$ cat config.mk
export PLATFORM = sky130hd
export DESIGN_NAME = tri_cache_dispatch
export DESIGN_NICKNAME = d
export VERILOG_FILES = /design/src/rtl/tcd_pkg.sv /design/src/rtl/tcd_side_sel.sv /design/src/rtl/tcd_lookup.sv /design/src/rtl/tcd_decide.sv /design/src/rtl/tri_cache_dispatch.sv
export SDC_FILE = /design/constraint.sdc
export NUM_CORES = 1
export LEC_CHECK = 0
export ABC_AREA = 1
export CORE_ASPECT_RATIO = 1.4
export CORE_MARGIN = 1
export CORE_UTILIZATION = 43
export CTS_BUF_LIST = sky130_fd_sc_hd__clkbuf_16
export CTS_CLUSTER_DIAMETER = 40
export DETAILED_ROUTE_END_ITERATION = 6
export GPL_TIMING_DRIVEN = 0
export HOLD_SLACK_MARGIN = 0.15
export PLACE_DENSITY = 0.89
export SLEW_MARGIN = 20
export SYNTH_ARGS = -nofsm -noshare
export SYNTH_HDL_FRONTEND = slang
export SYNTH_SLANG_ARGS = --single-unit
$ cat constraint.sdc
create_clock -name clk_i -period 3.1 [get_ports clk_i]
set_clock_uncertainty 0.15 [all_clocks]
set_input_delay 0.62 -clock clk_i [delete_from_list [all_inputs] [get_ports clk_i]]
set_output_delay 0.62 -clock clk_i [all_outputs]
set_load 0.005 [all_outputs]
$ cat src/rtl/tcd_pkg.sv
package tcd_pkg;
  typedef enum logic [2:0] {
    EV_LOAD      = 3'd0,
    EV_FETCH     = 3'd1,
    EV_STORE     = 3'd2,
    EV_L1_TO_L2  = 3'd3,
    EV_L2_TO_L1D = 3'd4,
    EV_L2_TO_L1I = 3'd5,
    EV_L2_EVICT  = 3'd6
  } evt_e;

  typedef enum logic [1:0] {
    RQ_LOAD   = 2'd0,
    RQ_FETCH  = 2'd1,
    RQ_STORE  = 2'd2,
    RQ_ATOMIC = 2'd3
  } req_e;

  typedef enum logic [1:0] {
    SRC_NONE = 2'd0,
    SRC_L2   = 2'd1,
    SRC_L1D  = 2'd2,
    SRC_L1I  = 2'd3
  } src_e;
endpackage

$ cat src/rtl/tcd_side_sel.sv
// Maps the request kind onto the matching / opposite L1.
module tcd_side_sel
  import tcd_pkg::*;
#(
  parameter int ADDR_W = 32
) (
  input  logic [1:0]        kind_i,
  input  logic              l1i_hit_i,
  input  logic              l1d_hit_i,
  input  logic              l1i_free_i,
  input  logic              l1d_free_i,
  input  logic [ADDR_W-1:0] l1i_victim_i,
  input  logic [ADDR_W-1:0] l1d_victim_i,
  output logic              own_hit_o,
  output logic              other_hit_o,
  output logic              own_free_o,
  output logic [ADDR_W-1:0] own_victim_o,
  output evt_e              normal_evt_o,
  output evt_e              fill_evt_o
);
  req_e kind;
  logic is_fetch;

  assign kind     = req_e'(kind_i);
  assign is_fetch = (kind == RQ_FETCH);

  always_comb begin
    if (is_fetch) begin
      own_hit_o    = l1i_hit_i;
      other_hit_o  = l1d_hit_i;
      own_free_o   = l1i_free_i;
      own_victim_o = l1i_victim_i;
      fill_evt_o   = EV_L2_TO_L1I;
    end else begin
      own_hit_o    = l1d_hit_i;
      other_hit_o  = l1i_hit_i;
      own_free_o   = l1d_free_i;
      own_victim_o = l1d_victim_i;
      fill_evt_o   = EV_L2_TO_L1D;
    end
  end

  always_comb begin
    unique case (kind)
      RQ_LOAD:  normal_evt_o = EV_LOAD;
      RQ_FETCH: normal_evt_o = EV_FETCH;
      default:  normal_evt_o = EV_STORE; // store and atomic
    endcase
  end
endmodule

$ cat src/rtl/tcd_lookup.sv
// Priority source resolution and multi-hit detection over NC caches.
module tcd_lookup
  import tcd_pkg::*;
#(
  parameter int NC = 3
) (
  input  logic [NC-1:0] hit_vec_i, // [0]=L2, [1]=L1D, [2]=L1I
  output src_e          src_o,
  output logic          multi_o
);
  localparam int CW = $clog2(NC + 1);

  logic [CW-1:0] cnt;
  logic [1:0]    first_idx;
  logic          any_hit;

  always_comb begin
    cnt       = '0;
    first_idx = '0;
    any_hit   = 1'b0;
    for (int i = NC - 1; i >= 0; i--) begin
      cnt = cnt + CW'(hit_vec_i[i]);
      if (hit_vec_i[i]) begin
        first_idx = 2'(i);
        any_hit   = 1'b1;
      end
    end
  end

  assign src_o   = any_hit ? src_e'(first_idx + 2'd1) : SRC_NONE;
  assign multi_o = (cnt > CW'(1));
endmodule

$ cat src/rtl/tcd_decide.sv
// Chooses the next event and its target, and the L2 probe address.
module tcd_decide
  import tcd_pkg::*;
#(
  parameter int ADDR_W = 32
) (
  input  logic [ADDR_W-1:0] req_addr_i,
  input  logic              own_hit_i,
  input  logic              other_hit_i,
  input  logic              own_free_i,
  input  logic [ADDR_W-1:0] own_victim_i,
  input  evt_e              normal_evt_i,
  input  evt_e              fill_evt_i,
  input  logic              l2_hit_i,
  input  logic              l2_free_i,
  input  logic [ADDR_W-1:0] l2_victim_i,
  output logic [ADDR_W-1:0] probe_addr_o,
  output evt_e              evt_o,
  output logic [ADDR_W-1:0] evt_addr_o,
  output logic              consume_o
);
  logic need_victim;

  // Only a full matching L1 with no L1 copy needs the L1 victim probed.
  assign need_victim  = !other_hit_i && !own_hit_i && !own_free_i;
  assign probe_addr_o = need_victim ? own_victim_i : req_addr_i;

  always_comb begin
    evt_o      = normal_evt_i;
    evt_addr_o = req_addr_i;
    if (other_hit_i || need_victim) begin
      if (l2_free_i) begin
        evt_o      = EV_L1_TO_L2;
        evt_addr_o = probe_addr_o;
      end else begin
        evt_o      = EV_L2_EVICT;
        evt_addr_o = l2_victim_i;
      end
    end else if (!own_hit_i && l2_hit_i) begin
      evt_o = fill_evt_i;
    end
  end

  assign consume_o = (evt_o == EV_LOAD) || (evt_o == EV_FETCH) || (evt_o == EV_STORE);
endmodule

$ cat src/rtl/tri_cache_dispatch.sv
module tri_cache_dispatch
  import tcd_pkg::*;
#(
  parameter int ADDR_W = 32
) (
  input  logic              clk_i,
  input  logic              rst_ni,
  input  logic              req_valid_i,
  input  logic [1:0]        req_kind_i,
  input  logic [ADDR_W-1:0] req_addr_i,
  output logic              req_pop_o,
  input  logic              l1i_hit_i,
  input  logic              l1d_hit_i,
  input  logic              l2_hit_i,
  input  logic              l1i_free_i,
  input  logic              l1d_free_i,
  input  logic [ADDR_W-1:0] l1i_victim_i,
  input  logic [ADDR_W-1:0] l1d_victim_i,
  output logic [ADDR_W-1:0] l2_probe_addr_o,
  input  logic              l2_free_i,
  input  logic [ADDR_W-1:0] l2_victim_i,
  output logic              evt_valid_o,
  input  logic              evt_ready_i,
  output logic [2:0]        evt_code_o,
  output logic [ADDR_W-1:0] evt_addr_o,
  output logic [1:0]        lookup_src_o,
  output logic              multi_hit_o
);
  localparam int NCACHE = 3;

  logic              own_hit, other_hit, own_free, consume_d;
  logic [ADDR_W-1:0] own_victim, next_addr;
  evt_e              normal_evt, fill_evt, next_evt;
  src_e              src;

  tcd_side_sel #(.ADDR_W(ADDR_W)) u_side (
    .kind_i       (req_kind_i),
    .l1i_hit_i    (l1i_hit_i),
    .l1d_hit_i    (l1d_hit_i),
    .l1i_free_i   (l1i_free_i),
    .l1d_free_i   (l1d_free_i),
    .l1i_victim_i (l1i_victim_i),
    .l1d_victim_i (l1d_victim_i),
    .own_hit_o    (own_hit),
    .other_hit_o  (other_hit),
    .own_free_o   (own_free),
    .own_victim_o (own_victim),
    .normal_evt_o (normal_evt),
    .fill_evt_o   (fill_evt)
  );

  tcd_decide #(.ADDR_W(ADDR_W)) u_decide (
    .req_addr_i   (req_addr_i),
    .own_hit_i    (own_hit),
    .other_hit_i  (other_hit),
    .own_free_i   (own_free),
    .own_victim_i (own_victim),
    .normal_evt_i (normal_evt),
    .fill_evt_i   (fill_evt),
    .l2_hit_i     (l2_hit_i),
    .l2_free_i    (l2_free_i),
    .l2_victim_i  (l2_victim_i),
    .probe_addr_o (l2_probe_addr_o),
    .evt_o        (next_evt),
    .evt_addr_o   (next_addr),
    .consume_o    (consume_d)
  );

  tcd_lookup #(.NC(NCACHE)) u_lookup (
    .hit_vec_i ({l1i_hit_i, l1d_hit_i, l2_hit_i}),
    .src_o     (src),
    .multi_o   (multi_hit_o)
  );

  assign lookup_src_o = src;

  // One-entry decision register; empty for one cycle after each handshake
  // so the next decision sees tag state updated by the accepted event.
  logic              vld_q, consume_q;
  evt_e              evt_q;
  logic [ADDR_W-1:0] addr_q;
  logic              fire;

  assign fire = vld_q && evt_ready_i;

  always_ff @(posedge clk_i or negedge rst_ni) begin
    if (!rst_ni) begin
      vld_q     <= 1'b0;
      consume_q <= 1'b0;
      evt_q     <= EV_LOAD;
      addr_q    <= '0;
    end else if (fire) begin
      vld_q     <= 1'b0;
    end else if (!vld_q && req_valid_i) begin
      vld_q     <= 1'b1;
      consume_q <= consume_d;
      evt_q     <= next_evt;
      addr_q    <= next_addr;
    end
  end

  assign evt_valid_o = vld_q;
  assign evt_code_o  = evt_q;
  assign evt_addr_o  = addr_q;
  assign req_pop_o   = fire && consume_q;
endmodule

* Word level (Yosys, flattened, before mapping) *
Cells that the tools add are included.

operators by class
  $add $sub $neg = 3
  magnitude comparators = 1
  equality and inequality tests = 3
  multiplexer cells = 21
  bitwise logic cells = 1
  reductions and logical operators = 17

operator list
  kind                 number
  $mux 32              4
  $mux 1               9
  $mux 3               3
  $mux 2               4
  $logic_and 1x1->1    6
  $logic_not 1->1      4
  $pmux 2 s2           1
  $eq 3x1->1 const B   1
  $eq 3x2->1 const B   1
  $logic_not 3->1      1
  $logic_or 1x1->1     3
  $add 1x1->2          1
  $add 2x1->2          1
  $add 2x1->2 const B  1
  $eq 2x1->1 const B   1
  $gt 2x1->1 const B   1
  $logic_not 2->1      1
  $reduce_and 2->1     1
  $reduce_bool 2->1    1
  $not 1->1            1

word-level totals
  flip-flop bits (word level) = 37
  input port bits = 140
  output and inout port bits = 72
  word-level logic and storage cells = 50

* Depth between registers and ports, before layout *
  depth in word-level cells = 10
  gate-level depth with buffers = 11
  depth with buffers taken out = 9

* Hierarchy *
Synthesis repeated with hierarchy kept, for this count alone.

unflattened totals
  cell total of the unflattened synthesis = 630
  area, all modules = 3646.0 µm²

modules (own cells, without submodules)
  module              times used  cells an instance  area each (µm²)  seq. area each (µm²)
  tri_cache_dispatch  1           160                1567.8           925.9
  tcd_decide          1           334                1425.1           0.0
  tcd_side_sel        1           126                606.8            0.0
  tcd_lookup          1           10                 46.3             0.0

* Worst setup path before layout *
Ideal clock, no wire load.

  path type = input-to-output
  start = input req_kind_i[1]
  end = output l2_probe_addr_o[10]
  arrival = 1414 ps
  required time = 2330 ps
  path slack = 916 ps
  stages = 7
  buffers on the path = 2
  cells stage by stage = inv_2 > nand2_2 > buf_4 > buf_2 > o21ai_0 > nand2_1 > and2_1

on the way
  cells in the longest elaborated chain, start to end = 6
  elaborated cells on any way between the ends = 11
  classes of those cells = eq/ne: 1; mux: 5; reduce/logical: 5

RTL lines
  element                          RTL line                  source
  from (decl)                      tri_cache_dispatch.sv:9   input logic [1:0] req_kind_i,
  $eq 2x1->1 (*)                   tcd_side_sel.sv:25        assign is_fetch = (kind == RQ_FETCH);
  $mux 1                           tcd_side_sel.sv:28        if (is_fetch) begin
  $logic_not 1->1                  tcd_decide.sv:25          assign need_victim = !other_hit_i && !own_hit_i && !own_free_i;
  $logic_and 1x1->1 (2 in series)  tcd_decide.sv:25
  $mux 32 (*)                      tcd_decide.sv:26          assign probe_addr_o = need_victim ? own_victim_i : req_addr_i;
  to (decl)                        tri_cache_dispatch.sv:19  output logic [ADDR_W-1:0] l2_probe_addr_o,

Every way passes the cells marked *; elsewhere a longest branch is shown, timed or not.

* Final worst setup path *
  start = input l1d_free_i
  end = output l2_probe_addr_o[9]

on the way
  cells in the longest elaborated chain, start to end = 4

RTL lines
  element            RTL line                  source
  from (decl)        tri_cache_dispatch.sv:16  input logic l1d_free_i,
  $mux 1             tcd_side_sel.sv:28
  $logic_not 1->1    tcd_decide.sv:25
  $logic_and 1x1->1  tcd_decide.sv:25
  $mux 32            tcd_decide.sv:26

Every way passes these cells.

==> summary.txt <==
Status
  • Status: completed

Global route
  • First-pass GRT wire length: about 24000 um
  • Largest net degree at the start of global routing: 26
  • Initial antenna violation count: 0
  • Gr ovfl total: 0
  • GRT Total Usage: between 30% and 40%
  • Vias in the first global route: a little over 5000

STA
  • Tcrit/Tclk final: 94.3%
  • Setup-failing EPs final: 0
  • Slew Viols, Final: 0
  • Setup_tns: 0 ns
  • Tmin final: roughly 2.9 ns
  • Hold slack: 0.332 ns
  • RSZ-0062 raised after global routing: no
  • Headroom to the max-slew limit: roughly three fifths
  • Hold Vio Cnt, Final: 0
  • Worst-Margin Slew: a little over 0.6 ns
  • F_max: 342 MHz

Synthesis
  • Netlist cell types: 26
  • Synth Area in Adders: 0.334%
  • Most common flop cell mapped by yosys: dfrtp_1
  • Syn_nets: approximately 840
  • EDFF count, synth: 0
  • Synth async-reset ratio: 100%
  • Mapped Area: approximately 0.0037 mm^2
  • Synth area leaders: nand2_1, dfrtp_1, inv_1
  • Post-synthesis simple-gate area fraction: between 40 and 50%
  • Count leader, synth: nand2_1
  • Seq/Total Area, Yosys: about a quarter
  • Flops & latches, synth: 37
  • Cells after Synth: approximately 690
  • Top cell type's share of synthesized area: roughly 27%
  • Commonest cells in the netlist: nand2_1, inv_1, nand3_1, dfrtp_1, nor2_1
  • Post-synth top area cell: nand2_1
  • YS warnings: 0
  • Average cell area after synthesis: roughly 5.4 um^2
  • Compound-Gate Fraction of Synth Area: a little over 10%
  • Largest family of logic cells by synthesized area: simple AND/OR/NAND/NOR gates
  • XOR/XNOR Fraction of Synth Area: 0%
  • Proportion of synthesized area in mux cells: 0%

Route
  • Antenna viol nets, final: 0
  • Average wire per standard cell: 14.6 um
  • Via-to-Cell Ratio: about 5.1
  • DRT iter0 DRCs: 395
  • DRC: 0
  • Vias: between 5000 and 6000
  • Total wire length: between 10000 and 15000 um
  • Initial DRT Pass Iterations: 5

Die
  • CORE AREA: between 0.008 and 0.009 mm^2
  • Die area: 0.00909 mm^2
  • IO Pins: 212
  • Die X: around 81 um
  • DIE HEIGHT: 112 um
  • Std-Cell Rows: 39
  • Initial Util: a little under half

Min path
  • Worst-case hold path end point: evt_addr_o[26]$_DFFE_PN0P_
  • Hold path start: evt_addr_o[26]$_DFFE_PN0P_
  • Worst min path class: flop to flop
  • Hold Crit Depth: 2

Worst setup path
  • Kind of cell adding the most delay to the critical path: buffers and inverters
  • Worst R2R End: evt_addr_o[24]$_DFFE_PN0P_
  • Crit. End Element: output port
  • Worst-path cell chain: clkdlybuf4s50_1 > inv_1 > a21oi_2 > nor2_4 > buf_12 > buf_6 > nand2_1 > and2_1 > dlygate4sd2_1
  • Delay of the slowest critical-path stage: ~0.49 ns
  • Arrival @ worst endpoint: 2.15 ns
  • Worst Path Buf+Inv: 5
  • Crit path kind: primary input to output port
  • Register-to-Register Path Depth: 6
  • CP startpoint kind: primary input
  • Slowest cell on crit path: clkdlybuf4s50_1
  • CP required: 2.33 ns
  • Worst R2R Setup Slack: about 1.2 ns
  • Worst-path fanout max: 7
  • WP depth: 9
  • R2R Path Start: evt_valid_o$_DFFE_PN0P_

Placement
  • Cell count after placement: about 1000
  • Post-DP HPWL: 11500 um
  • Final GP Congestion: a little under 0.9
  • PortBufs: 210

Clock tree
  • Clock buffer depth: 2
  • Clk Latency, worst-skew pair: around 0.28 ns
  • Clock sink count: 37
  • Htree depth: 2
  • CTS root buf: clkbuf_16
  • Clock-pin slew on the worst setup and hold paths: about 0.060 ns
  • CTS buffer count: 5
  • CTS tree: built

Power and ir drop
  • Worst IR drop on VDD: between 0.2 and 0.3 mV
  • Leak: 3.49 nW
  • Power Total: 2.22 mW
  • Cell area power density: between 300 and 400 mW/mm^2

Cells and area
  • Share of layout cells above drive strength 1: between 5 and 6%
  • Layout fillers: 680
  • Area added between synthesis and finish: 67.1%
  • Fin cells: 1024
  • Storage cell area: around 930 um^2
  • N_diodes: 0
  • Multi-input logic area: ~0.0021 mm^2
  • # nets final: 1062

Job
  • Max cap viols: 0
-- cells by family after synthesis --
family,after synthesis
AO/OA/AOI/OAI,74
flip-flops,37
adder cells (fa/ha/maj),1
AND/OR/NAND/NOR,407
buffers and inverters,175
-- how the worst max path moves through the flow --
stage / from / end
floorplan: req_kind_i[1] / l2_probe_addr_o[10]
global placement: req_kind_i[1] / l2_probe_addr_o[21]
detailed placement: req_kind_i[1] / l2_probe_addr_o[20]
CTS: l1d_free_i / l2_probe_addr_o[7]
global route: l1d_free_i / l2_probe_addr_o[7]
finish: l1d_free_i / l2_probe_addr_o[9]
-- sequential cells by signal, indices dropped and copies added, names as in the netlist --
| name | cells |
|---|---|
| consume_q | 1 |
| evt_addr_o | 32 |
| evt_code_o | 3 |
| evt_valid_o | 1 |
-- metal layers --
metal | vias up | GRT usage, % | wire length [um]
met5 | - | 0 | 0
met4 | 0 | 18.9 | 706
met3 | 61 | 6.42 | 1400
met2 | 348 | 61.1 | 7630
met1 | 2317 | 36.6 | 5250
li1 | 2523 | - | -
-- worst register-to-register path, delay by kind of cell, from the launching register on --
family,cells,cell delay (ns)
simple gates,3,0.31
flops,1,0.38
buf+inv,3,0.96
-- cells in the final DEF, fill, tap and decap left out, types with 3 or more instances in the layout --
cell type	count
a21oi_1	34
buf_1	3
dfrtp_1	37
nor2_1	36
nand3_1	65
clkdlybuf4s50_1	172
buf_4	11
nand2_1	267
buf_6	10
and2_1	32
o21ai_1	5
o21ai_0	29
clkbuf_16	5
buf_2	12
clkbuf_1	10
inv_1	135
dlygate4sd2_1	37
-- report_power, final --
group	internal, mW	switching [mW]
Combinational	0.581	0.471
Sequential	0.600	0.0736
Clock	0.289	0.200
-- metrics by stage --
step / area, um^2 / util [%] / setup slack, ns
after global routing: 6260 / 75.4 / 0.103
after CTS: 6260 / 75.4 / 0.223
after detailed placement: 5990 / 72.2 / -0.369
after global placement: 5980 / 72.0 / -0.365
final: 6260 / 75.4 / 0.177
after floorplan: 3750 / - / 0.916
-- final cells by class --
| class | count | share of cell area (%) |
|---|---|---|
| flip-flops and latches | 37 | 14.8 |
| well taps | 102 | 2.04 |
| repair buffers | 220 | 34.4 |
| clock inverters | 3 | 0.180 |
| clock buffers | 5 | 2.00 |
| inverters | 134 | 8.04 |
| plain buffers | 41 | 4.22 |
| multi-input cells | 482 | 34.3 |
-- repair_timing --
action / in CTS / in global routing
hold buffers: 1 / 0
gates resized for setup: 70 / 0
setup buffers: 5 / 0
hold endpoints to repair: 12 / 0
setup endpoints to repair: 32 / 0
Note: power is estimated with default switching activity, not from simulation.
